<file path="src/rtl/pio_pkg.sv">
package pio_pkg;
  localparam int REG_W = 16;
  localparam int OFFS_W = 6;

  localparam logic [OFFS_W-1:0] OFF_MISC0    = 6'h00;
  localparam logic [OFFS_W-1:0] OFF_MISC1    = 6'h04;
  localparam logic [OFFS_W-1:0] OFF_STAT     = 6'h08;
  localparam logic [OFFS_W-1:0] OFF_PWR      = 6'h0C;
  localparam logic [OFFS_W-1:0] OFF_CLKSEL   = 6'h10;
  localparam logic [OFFS_W-1:0] OFF_EVT_RAW  = 6'h14;
  localparam logic [OFFS_W-1:0] OFF_EVT_MASK = 6'h18;
  localparam logic [OFFS_W-1:0] OFF_EVT_FLAG = 6'h1C;
  localparam logic [OFFS_W-1:0] OFF_DIR      = 6'h20;
  localparam logic [OFFS_W-1:0] OFF_SET      = 6'h24;
  localparam logic [OFFS_W-1:0] OFF_GET      = 6'h28;

  localparam logic [REG_W-1:0] STAT_RESET = 16'h0002;
  localparam logic [REG_W-1:0] PWR_FORCE  = 16'h8040;
  localparam int PWR_TRIGGER_BIT = 7;

  localparam int NUM_PLAIN = 6;

  function automatic logic [OFFS_W-1:0] plain_offset(input int idx);
    case (idx)
      0:       return OFF_MISC0;
      1:       return OFF_MISC1;
      2:       return OFF_CLKSEL;
      3:       return OFF_EVT_RAW;
      4:       return OFF_EVT_MASK;
      default: return OFF_EVT_FLAG;
    endcase
  endfunction
endpackage

</file>
<file path="src/rtl/pio_in_sync.sv">
module pio_in_sync #(
  parameter int W = 16,
  parameter int STAGES = 2
) (
  input  logic         clk,
  input  logic         rst_n,
  input  logic [W-1:0] pin,
  output logic [W-1:0] rise,
  output logic [W-1:0] fall
);
  logic [W-1:0] stage_q [STAGES];
  logic [W-1:0] prev_q;

  for (genvar s = 0; s < STAGES; s++) begin : g_stage
    if (s == 0) begin : g_first
      always_ff @(posedge clk or negedge rst_n) begin
        if (!rst_n) stage_q[s] <= '0;
        else        stage_q[s] <= pin;
      end
    end else begin : g_next
      always_ff @(posedge clk or negedge rst_n) begin
        if (!rst_n) stage_q[s] <= '0;
        else        stage_q[s] <= stage_q[s-1];
      end
    end
  end

  always_ff @(posedge clk or negedge rst_n) begin
    if (!rst_n) prev_q <= '0;
    else        prev_q <= stage_q[STAGES-1];
  end

  assign rise = stage_q[STAGES-1] & ~prev_q;
  assign fall = ~stage_q[STAGES-1] & prev_q;
endmodule

</file>
<file path="src/rtl/pio_ctl_regs.sv">
module pio_ctl_regs
  import pio_pkg::*;
(
  input  logic              clk,
  input  logic              rst_n,
  input  logic              wr_en,
  input  logic [OFFS_W-1:0] offs,
  input  logic [REG_W-1:0]  wdata,
  output logic [REG_W-1:0]  rdata,
  output logic              hit
);
  logic [REG_W-1:0] plain_q [NUM_PLAIN];
  logic [REG_W-1:0] pwr_q;
  logic [NUM_PLAIN-1:0] plain_sel;

  for (genvar g = 0; g < NUM_PLAIN; g++) begin : g_plain
    assign plain_sel[g] = (offs == plain_offset(g));
    always_ff @(posedge clk or negedge rst_n) begin
      if (!rst_n)                    plain_q[g] <= '0;
      else if (wr_en && plain_sel[g]) plain_q[g] <= wdata;
    end
  end

  always_ff @(posedge clk or negedge rst_n) begin
    if (!rst_n) pwr_q <= '0;
    else if (wr_en && offs == OFF_PWR)
      pwr_q <= wdata[PWR_TRIGGER_BIT] ? (wdata | PWR_FORCE) : wdata;
  end

  always_comb begin
    rdata = '0;
    hit   = 1'b0;
    for (int i = 0; i < NUM_PLAIN; i++) begin
      if (plain_sel[i]) begin
        rdata = plain_q[i];
        hit   = 1'b1;
      end
    end
    if (offs == OFF_PWR) begin
      rdata = pwr_q;
      hit   = 1'b1;
    end
    if (offs == OFF_STAT) begin
      rdata = STAT_RESET;
      hit   = 1'b1;
    end
  end

  // a trigger-bit write leaves both forced bits high
  p_pwr_forced_r4: assert property (@(posedge clk) disable iff (!rst_n)
    (wr_en && offs == OFF_PWR && wdata[PWR_TRIGGER_BIT]) |=> (pwr_q[15] && pwr_q[6]));
endmodule

</file>
<file path="src/rtl/pio_port.sv">
module pio_port #(
  parameter int W = 16
) (
  input  logic         clk,
  input  logic         rst_n,
  input  logic         dir_wr,
  input  logic         lvl_wr,
  input  logic [W-1:0] wdata,
  input  logic [W-1:0] rise,
  input  logic [W-1:0] fall,
  output logic [W-1:0] dir_q,
  output logic [W-1:0] lvl_q,
  output logic [W-1:0] pin_out
);
  logic         refresh_q;
  logic [W-1:0] diff;

  always_ff @(posedge clk or negedge rst_n) begin
    if (!rst_n)      dir_q <= '0;
    else if (dir_wr) dir_q <= wdata;
  end

  always_ff @(posedge clk or negedge rst_n) begin
    if (!rst_n)      lvl_q <= '0;
    else if (lvl_wr) lvl_q <= wdata & dir_q;
    else             lvl_q <= (lvl_q | rise) & ~fall;
  end

  always_ff @(posedge clk or negedge rst_n) begin
    if (!rst_n) refresh_q <= 1'b0;
    else        refresh_q <= dir_wr | lvl_wr;
  end

  // pin_out doubles as the stored previous output state; only changed bits flip
  assign diff = (lvl_q & dir_q) ^ pin_out;

  always_ff @(posedge clk or negedge rst_n) begin
    if (!rst_n)         pin_out <= '0;
    else if (refresh_q) pin_out <= pin_out ^ diff;
  end

  // level written by the bus never holds a bit outside the direction
  p_lvl_masked_r6: assert property (@(posedge clk) disable iff (!rst_n)
    lvl_wr |=> ((lvl_q & ~$past(dir_q)) == '0));

  // outputs move only on a refresh
  p_out_hold_r9: assert property (@(posedge clk) disable iff (!rst_n)
    !refresh_q |=> $stable(pin_out));

  // a refreshed output drives only direction-enabled lines
  p_out_masked_r7: assert property (@(posedge clk) disable iff (!rst_n)
    refresh_q |=> ((pin_out & ~$past(dir_q)) == '0));
endmodule

</file>
<file path="src/rtl/pio_reg_block.sv">
module pio_reg_block
  import pio_pkg::*;
#(
  parameter int ADDR_W = 8,
  parameter int DATA_W = 32
) (
  input  logic              clk,
  input  logic              rst_n,
  input  logic [ADDR_W-1:0] bus_addr,
  input  logic              wr_en,
  input  logic [DATA_W-1:0] wr_data,
  input  logic              rd_en,
  output logic [REG_W-1:0]  rd_data,
  input  logic [REG_W-1:0]  pio_in,
  output logic [REG_W-1:0]  pio_out
);
  logic [OFFS_W-1:0] offs;
  logic [REG_W-1:0]  wdata16;
  logic [REG_W-1:0]  ctl_rdata;
  logic              ctl_hit;
  logic [REG_W-1:0]  dir_q, lvl_q, rise, fall;
  logic              dir_wr, lvl_wr, pio_hit;
  logic [REG_W-1:0]  rd_mux;
  logic              unused_hi;

  assign offs      = bus_addr[OFFS_W-1:0];
  assign wdata16   = wr_data[REG_W-1:0];
  assign unused_hi = ^{bus_addr[ADDR_W-1:OFFS_W], wr_data[DATA_W-1:REG_W]};

  assign dir_wr = wr_en && (offs == OFF_DIR);
  assign lvl_wr = wr_en && (offs == OFF_SET || offs == OFF_GET);

  pio_ctl_regs u_ctl (
    .clk   (clk),
    .rst_n (rst_n),
    .wr_en (wr_en),
    .offs  (offs),
    .wdata (wdata16),
    .rdata (ctl_rdata),
    .hit   (ctl_hit)
  );

  pio_in_sync #(.W(REG_W), .STAGES(2)) u_sync (
    .clk   (clk),
    .rst_n (rst_n),
    .pin   (pio_in),
    .rise  (rise),
    .fall  (fall)
  );

  pio_port #(.W(REG_W)) u_port (
    .clk     (clk),
    .rst_n   (rst_n),
    .dir_wr  (dir_wr),
    .lvl_wr  (lvl_wr),
    .wdata   (wdata16),
    .rise    (rise),
    .fall    (fall),
    .dir_q   (dir_q),
    .lvl_q   (lvl_q),
    .pin_out (pio_out)
  );

  always_comb begin
    pio_hit = 1'b1;
    rd_mux  = ctl_rdata;
    case (offs)
      OFF_DIR:          rd_mux = dir_q;
      OFF_SET, OFF_GET: rd_mux = lvl_q;
      default:          pio_hit = 1'b0;
    endcase
    if (!pio_hit && !ctl_hit) rd_mux = '0;
  end

  always_ff @(posedge clk or negedge rst_n) begin
    if (!rst_n)     rd_data <= '0;
    else if (rd_en) rd_data <= rd_mux;
    else            rd_data <= '0;
  end

  // status always answers its fixed value
  p_stat_ro_r5: assert property (@(posedge clk) disable iff (!rst_n)
    (rd_en && offs == OFF_STAT) |=> (rd_data == STAT_RESET));

  // unmapped reads answer zero
  p_unmapped_zero_r11: assert property (@(posedge clk) disable iff (!rst_n)
    (rd_en && !ctl_hit && !pio_hit) |=> (rd_data == '0));

  // no read, no data
  p_idle_zero_r8: assert property (@(posedge clk) disable iff (!rst_n)
    !rd_en |=> (rd_data == '0));
endmodule

</file>
<file path="config.mk">
export PLATFORM = sky130hd
export DESIGN_NAME = pio_reg_block
export DESIGN_NICKNAME = d
export VERILOG_FILES = /design/src/rtl/pio_pkg.sv /design/src/rtl/pio_in_sync.sv /design/src/rtl/pio_ctl_regs.sv /design/src/rtl/pio_port.sv /design/src/rtl/pio_reg_block.sv
export SDC_FILE = /design/constraint.sdc
export NUM_CORES = 1
export LEC_CHECK = 0
export BUFFER_PORTS_ARGS = -buffer_cell sky130_fd_sc_hd__buf_4
export CAP_MARGIN = 20
export CORE_ASPECT_RATIO = 0.6
export CORE_MARGIN = 5
export CORE_UTILIZATION = 40
export CTS_BUF_LIST = sky130_fd_sc_hd__clkbuf_2
export CTS_CLUSTER_DIAMETER = 50
export DETAILED_ROUTE_END_ITERATION = 10
export PLACE_DENSITY = 0.64
export SYNTH_ARGS = -nofsm -noshare
export SYNTH_HDL_FRONTEND = slang
export SYNTH_SLANG_ARGS = --single-unit
</file>
<file path="constraint.sdc">
create_clock -name clk -period 1.4 [get_ports clk]
set_input_delay 0.14 -clock clk [delete_from_list [all_inputs] [get_ports clk]]
set_output_delay 0.14 -clock clk [all_outputs]
set_load 0.01 [all_outputs]
</file>
==> Yosys cells after proc, flatten, opt, wreduce, memory -nomap -nowiden <==
Cells that the tools add are included.
{ "word_totals": {"regBits": 225, "input_bits": 60, "out_inout_bits": 32, "elab_cells": 75} }
{ "classes": {"n_mux": 22, "eq_ne": 10, "bitwise": 12, "reduce_logical": 16} }
{ "op_table": {"columns": ["op", "count"], "rows": [
  ["two-way mux 16 bit", 12],
  ["bitwise AND 16 bit", 5],
  ["inverter 16 bit", 3],
  ["case mux 16 bit (2 select lines)", 1],
  ["XOR 16 bit", 2],
  ["== test 6 x 5 -> 1 bit (second input constant)", 4],
  ["== test 6 bit (second input constant)", 3],
  ["bitwise OR 16 bit", 1],
  ["== test 6 x 4 -> 1 bit (second input constant)", 2],
  ["logical AND 1 bit", 10],
  ["two-way mux 1 bit", 9],
  ["== test 6 x 3 -> 1 bit (second input constant)", 1],
  ["zero test 6 bit", 1],
  ["OR reduction 3 bit", 1],
  ["zero test 1 bit", 2],
  ["OR reduction 2 bit", 1],
  ["logical OR 1 bit", 1],
  ["bitwise OR 1 bit", 1]
]} }

==> Longest topological paths before layout <==
{ "depth": {"depth_word": 13, "mapped_depth": 8, "ltp_nobuf": 5} }

==> Modules after synthesis <==
A second synthesis with hierarchy kept.
{ "unflattened": {"hier_cells": 685, "hier_area_um2": 9903.2} }
{ "by_module_without_submodules": {"columns": ["mod", "n_inst", "area_each_um2", "cells_each", "seq_area_each_um2"], "rows": [
  ["pio_ctl_regs", 1, 5277.6, 334, 2802.7],
  ["pio_port", 1, 2004.4, 171, 1226.2],
  ["pio_in_sync", 1, 1481.4, 80, 1201.2],
  ["pio_reg_block", 1, 1139.8, 100, 400.4]
]} }

==> Worst setup path before layout <==
OpenSTA, ideal clock, no wires.
{ "synth_path": {"path_type": "input -> register", "startpoint": "input port bus_addr[1]", "endpoint": "register u_ctl.plain_q[69] in the netlist's numbering", "cell_stages": 5, "path_buffers": 1, "arrival_time_ns": 1.419, "required_ns": 1.275, "path_slack_ns": -0.144, "setup_ns": 0.125, "cell_sequence": "or3_4 nor3_4 nand2_4 buf_6 mux2_4"} }
{ "synth_via": {"elab_chain_len": 2} }
{ "synth_rtl": {"columns": ["item", "line", "text"], "rows": [
  ["from (decl)", "pio_reg_block.sv:9", "input logic [ADDR_W-1:0] bus_addr,"],
  ["== test 6 x 3 -> 1 bit", "pio_ctl_regs.sv:17", "assign plain_sel[g] = (offs == plain_offset(g));"],
  ["logical AND 1 bit", "pio_ctl_regs.sv:20", "else if (wr_en && plain_sel[g]) plain_q[g] <= wdata;"],
  ["to (signal, indexed assignment)", "pio_ctl_regs.sv:20", null],
  ["to (decl)", "pio_ctl_regs.sv:12", "logic [REG_W-1:0] plain_q [NUM_PLAIN];"]
]} }
Every way passes these cells.
A chain may end at the register's enable or synchronous reset.

==> Worst setup path in the final report <==
{ "layout_path": {"startpoint": "register rd_data[14]", "endpoint": "output port rd_data[14]"} }
{ "layout_rtl": {"columns": ["item", "line", "text"], "rows": [
  ["from (decl)", "pio_reg_block.sv:13", "output logic [REG_W-1:0] rd_data,"],
  ["from (signal assigned)", "pio_reg_block.sv:77", "else if (rd_en) rd_data <= rd_mux;"]
]} }
No word-level cell between the ends.

==> summary.txt <==
Outcome
  • Status: complete, but fails checks
  • Failing checks: hold timing, setup timing

Global route
  • First-pass GRT wire length: 41,400 um
  • Vias in the first global route: 7,154
  • Largest net degree at the start of global routing: 47
  • Initial antenna violation count: 0
  • Total global routing track utilization: 19.4%
  • Grt ovf: 0

Critical path
  • Slowest stage delay, CP: 470 ps
  • CP top delay family: flip-flops
  • Crit path cell chain: buf_6
  • WS Path Type: flip-flop to primary output
  • CP endpoint: rd_data[14]
  • Beginning of the worst register-to-register path: u_ctl.plain_q[18]
  • WP data arrival: 1460 ps
  • Slowest CP cell: dfrtp_1
  • CP Data Required Time: 1260 ps
  • R2R Setup Slk: 30 ps
  • Critical path depth: 1
  • Critical path fanouts, max: 1
  • R2R Path End: rd_data[2]
  • Type of origin of the critical path: flip-flop
  • R2R depth: 5
  • Setup crit end kind: primary output
  • Critical path buffer and inverter count: 1
  • Critical Path Source: rd_data[14]

Power
  • Maximum vdd drop: 0.000433 V
  • Net Sw Frac: 29.1%
  • Sequential share of power: 55.8%
  • Sw Pwr: 3950 uW
  • Comb power frac: 13.6%
  • Clk pwr share: 30.6%
  • Pwr dens: 1080 mW/mm2
  • Leakage: 0.00598 uW
  • Internal Power: 9620 uW

Logic synthesis
  • Post-synth cell types: 45
  • Main synth FF type: dfrtp_1
  • Top cells by area, synth: dfrtp_1 58%, mux2_2 14%, o21ai_0 4.8%, mux2i_1 3.4%, nand3_1 1.8%
  • Asr flop ratio synth: 100%
  • Largest area contributor in the netlist: dfrtp_1
  • Number of enable flip-flop cells after synthesis: 0
  • Top cell type's share of synthesized area: 58.4%
  • Cell with the most instances after synthesis: dfrtp_1
  • YS warnings: 0
  • Register area share after synthesis: 58.4%
  • Gate Count Post-Synth: 776
  • Syn Nets: 836
  • Yosys reg bits: 225
  • Top post-synthesis cells by count: 225 x dfrtp_1, 119 x mux2_2, 92 x o21ai_0
  • Post-Syn Area per Cell: 12.4 um2
  • Netlist Area Pre-Place: 0.00963 mm2

Floorplan
  • Die Ht: 130 um
  • Core ar.: 0.0239 mm2
  • Die area: 0.0274 mm2
  • Die Span X: 210 um
  • Cell Rows: 44
  • Initial Util: 40.2%
  • IO Count: 92

Placement
  • # port buffers: 73
  • Post-DP HPWL: 17,600 um
  • Routability cong.: 0.817

Clocking
  • CTS tree: done
  • Clk Latency, worst-skew pair: 900 ps
  • Clk sink count: 225
  • CTS clock-pin slew for the worst setup and hold paths: 110 ps
  • CTS max path bufs: 3
  • H-Tree Depth: 2
  • Root Driver: clkbuf_2
  • Inserted Clock Buffers: 54

Route
  • Vias: 7,191
  • Post-route ant nets: 0
  • Average wire per standard cell: 19.6 um
  • Residual DRC: 0
  • Final WL: 26,800 um
  • Drt first pass iters: 7
  • Detailed Route Iter0 Violations: 632
  • Vias/cell: 5.25

Finish
  • Share of cells above drive strength 1: 37.7%
  • N_diodes: 0
  • P&R area growth vs syn: 31.0%
  • Final #Nets: 1,074

Timing
  • Max Clk Rate: 0.624 GHz
  • Final Hold Vio Count: 2
  • Period minus WS final: 1600 ps
  • Final setup viols: 39
  • PnR worst setup slack: -203 ps
  • Clock skew: 71.1 ps
  • RSZ-0062 raised after global routing: yes
  • Pins over their slew limit: 0
  • Worst-Margin Slew: 483 ps
  • Crit share post-route: 114%
  • Worst hold slack: -1.70 ps
  • Total Negative Setup Slacks: -5080 ps
  • Max transition margin: 67.7%

Min path
  • Hold path startpoint: bus_addr[4]
  • Hold Path Cell Cnt: 6
  • Hold WC Path Type: input pin to flip-flop

Job
  • Max cap viols: 0
final cells by class:
class	instances	area, um2
fill	2038	11300
multi-input combinational	473	3710
clock buffer	77	385
clock inverter	13	58.8
tap	322	403
timing repair buffer	236	2330
inverter	24	90.1
sequential	225	5630
per-stage QoR:
step                      instances  power, uW  area [um2]  setup WS [ps]  utilization (%)
after floorplan                 776       8500        9650          -96.1                -
after global placement         1188       9210       11100           -457             46.2
after detailed placement       1188       9270       11100           -463             46.2
after CTS                      1362      13600       12500           -270             52.0
after global routing           1370      14300       12600           -277             52.7
final                          1370      13600       12600           -203             52.7
metal layers:
| metal | share of wire, % | GRT usage (%) | wire length [um] |
|---|---|---|---|
| met4 | 1.2 | 4.22 | 318 |
| met1 | 51 | 30.5 | 13700 |
| met5 | 0 | 0 | 0 |
| met2 | 40 | 26.7 | 10700 |
| met3 | 7.6 | 5.33 | 2020 |
timing repair:
action,4_1_cts,5_1_grt
pin swaps,0,1
setup endpoints to repair,33,57
setup buffers,8,4
hold buffers,76,6
hold endpoints to repair,402,15
gates resized for setup,33,17
cloned,0,1
worst min-delay path by stage:
stage                  endpoint  slack, ps
finish              rd_data[15]         -2
global route        rd_data[11]       -0.4
CTS                 rd_data[11]       -260
detailed placement   rd_data[4]         60
global placement     rd_data[4]         60
floorplan            rd_data[0]       -160
power groups by stage:
stage | sequential, uW | combinational, uW | clock [uW]
3_3_place_gp | 7650 | 1560 | 0
4_1_cts | 7550 | 1800 | 4260
2_1_floorplan | 7550 | 946 | 0
6_report | 7570 | 1850 | 4150
5_1_grt | 7650 | 2020 | 4610
3_5_place_dp | 7670 | 1600 | 0
registers in the layout, indices dropped and copies added, names as in the netlist:
name / count
rd_data: 16
u_port.lvl_q: 16
u_sync.stage_q: 32
u_port.refresh_q: 1
u_port.dir_q: 16
u_sync.prev_q: 16
u_ctl.pwr_q: 16
u_ctl.plain_q: 96
u_port.pin_out: 16
logic make-up after synthesis:
group,share of synthesized area (%)
adders and majority gates,0.104
muxes,18.9
xor gates and xnor gates,0.0909
AOI/OAI and AO/OA,11.3
DFF,58.4
buffers and inverters,3.83
and+or+nand+nor,7.34
cell usage in the layout (no fill, tap or decap), types with 3 or more instances in the layout:
master | Yosys | routed
a211oi_1 | 12 | 11
o21ai_1 | 0 | 14
and2_1 | 9 | 8
nor2_1 | 33 | 32
a22oi_2 | 0 | 6
o2bb2ai_1 | 13 | 13
buf_6 | 6 | 32
a221oi_1 | 7 | 5
nand3_1 | 34 | 34
mux2_2 | 119 | 119
a22oi_1 | 13 | 7
nand2b_1 | 3 | 3
clkinv_1 | 0 | 11
o22ai_1 | 17 | 17
a21oi_1 | 15 | 15
dfrtp_1 | 225 | 225
nand2_1 | 30 | 30
clkbuf_2 | 1 | 77
mux2i_1 | 33 | 31
buf_12 | 0 | 17
a21o_1 | 4 | 4
nand3_4 | 4 | 4
o21ai_0 | 92 | 78
mux2_4 | 10 | 10
buf_4 | 4 | 106
dlygate4sd3_1 | 0 | 77
inv_1 | 24 | 24
(Power assumes the default switching activity.)
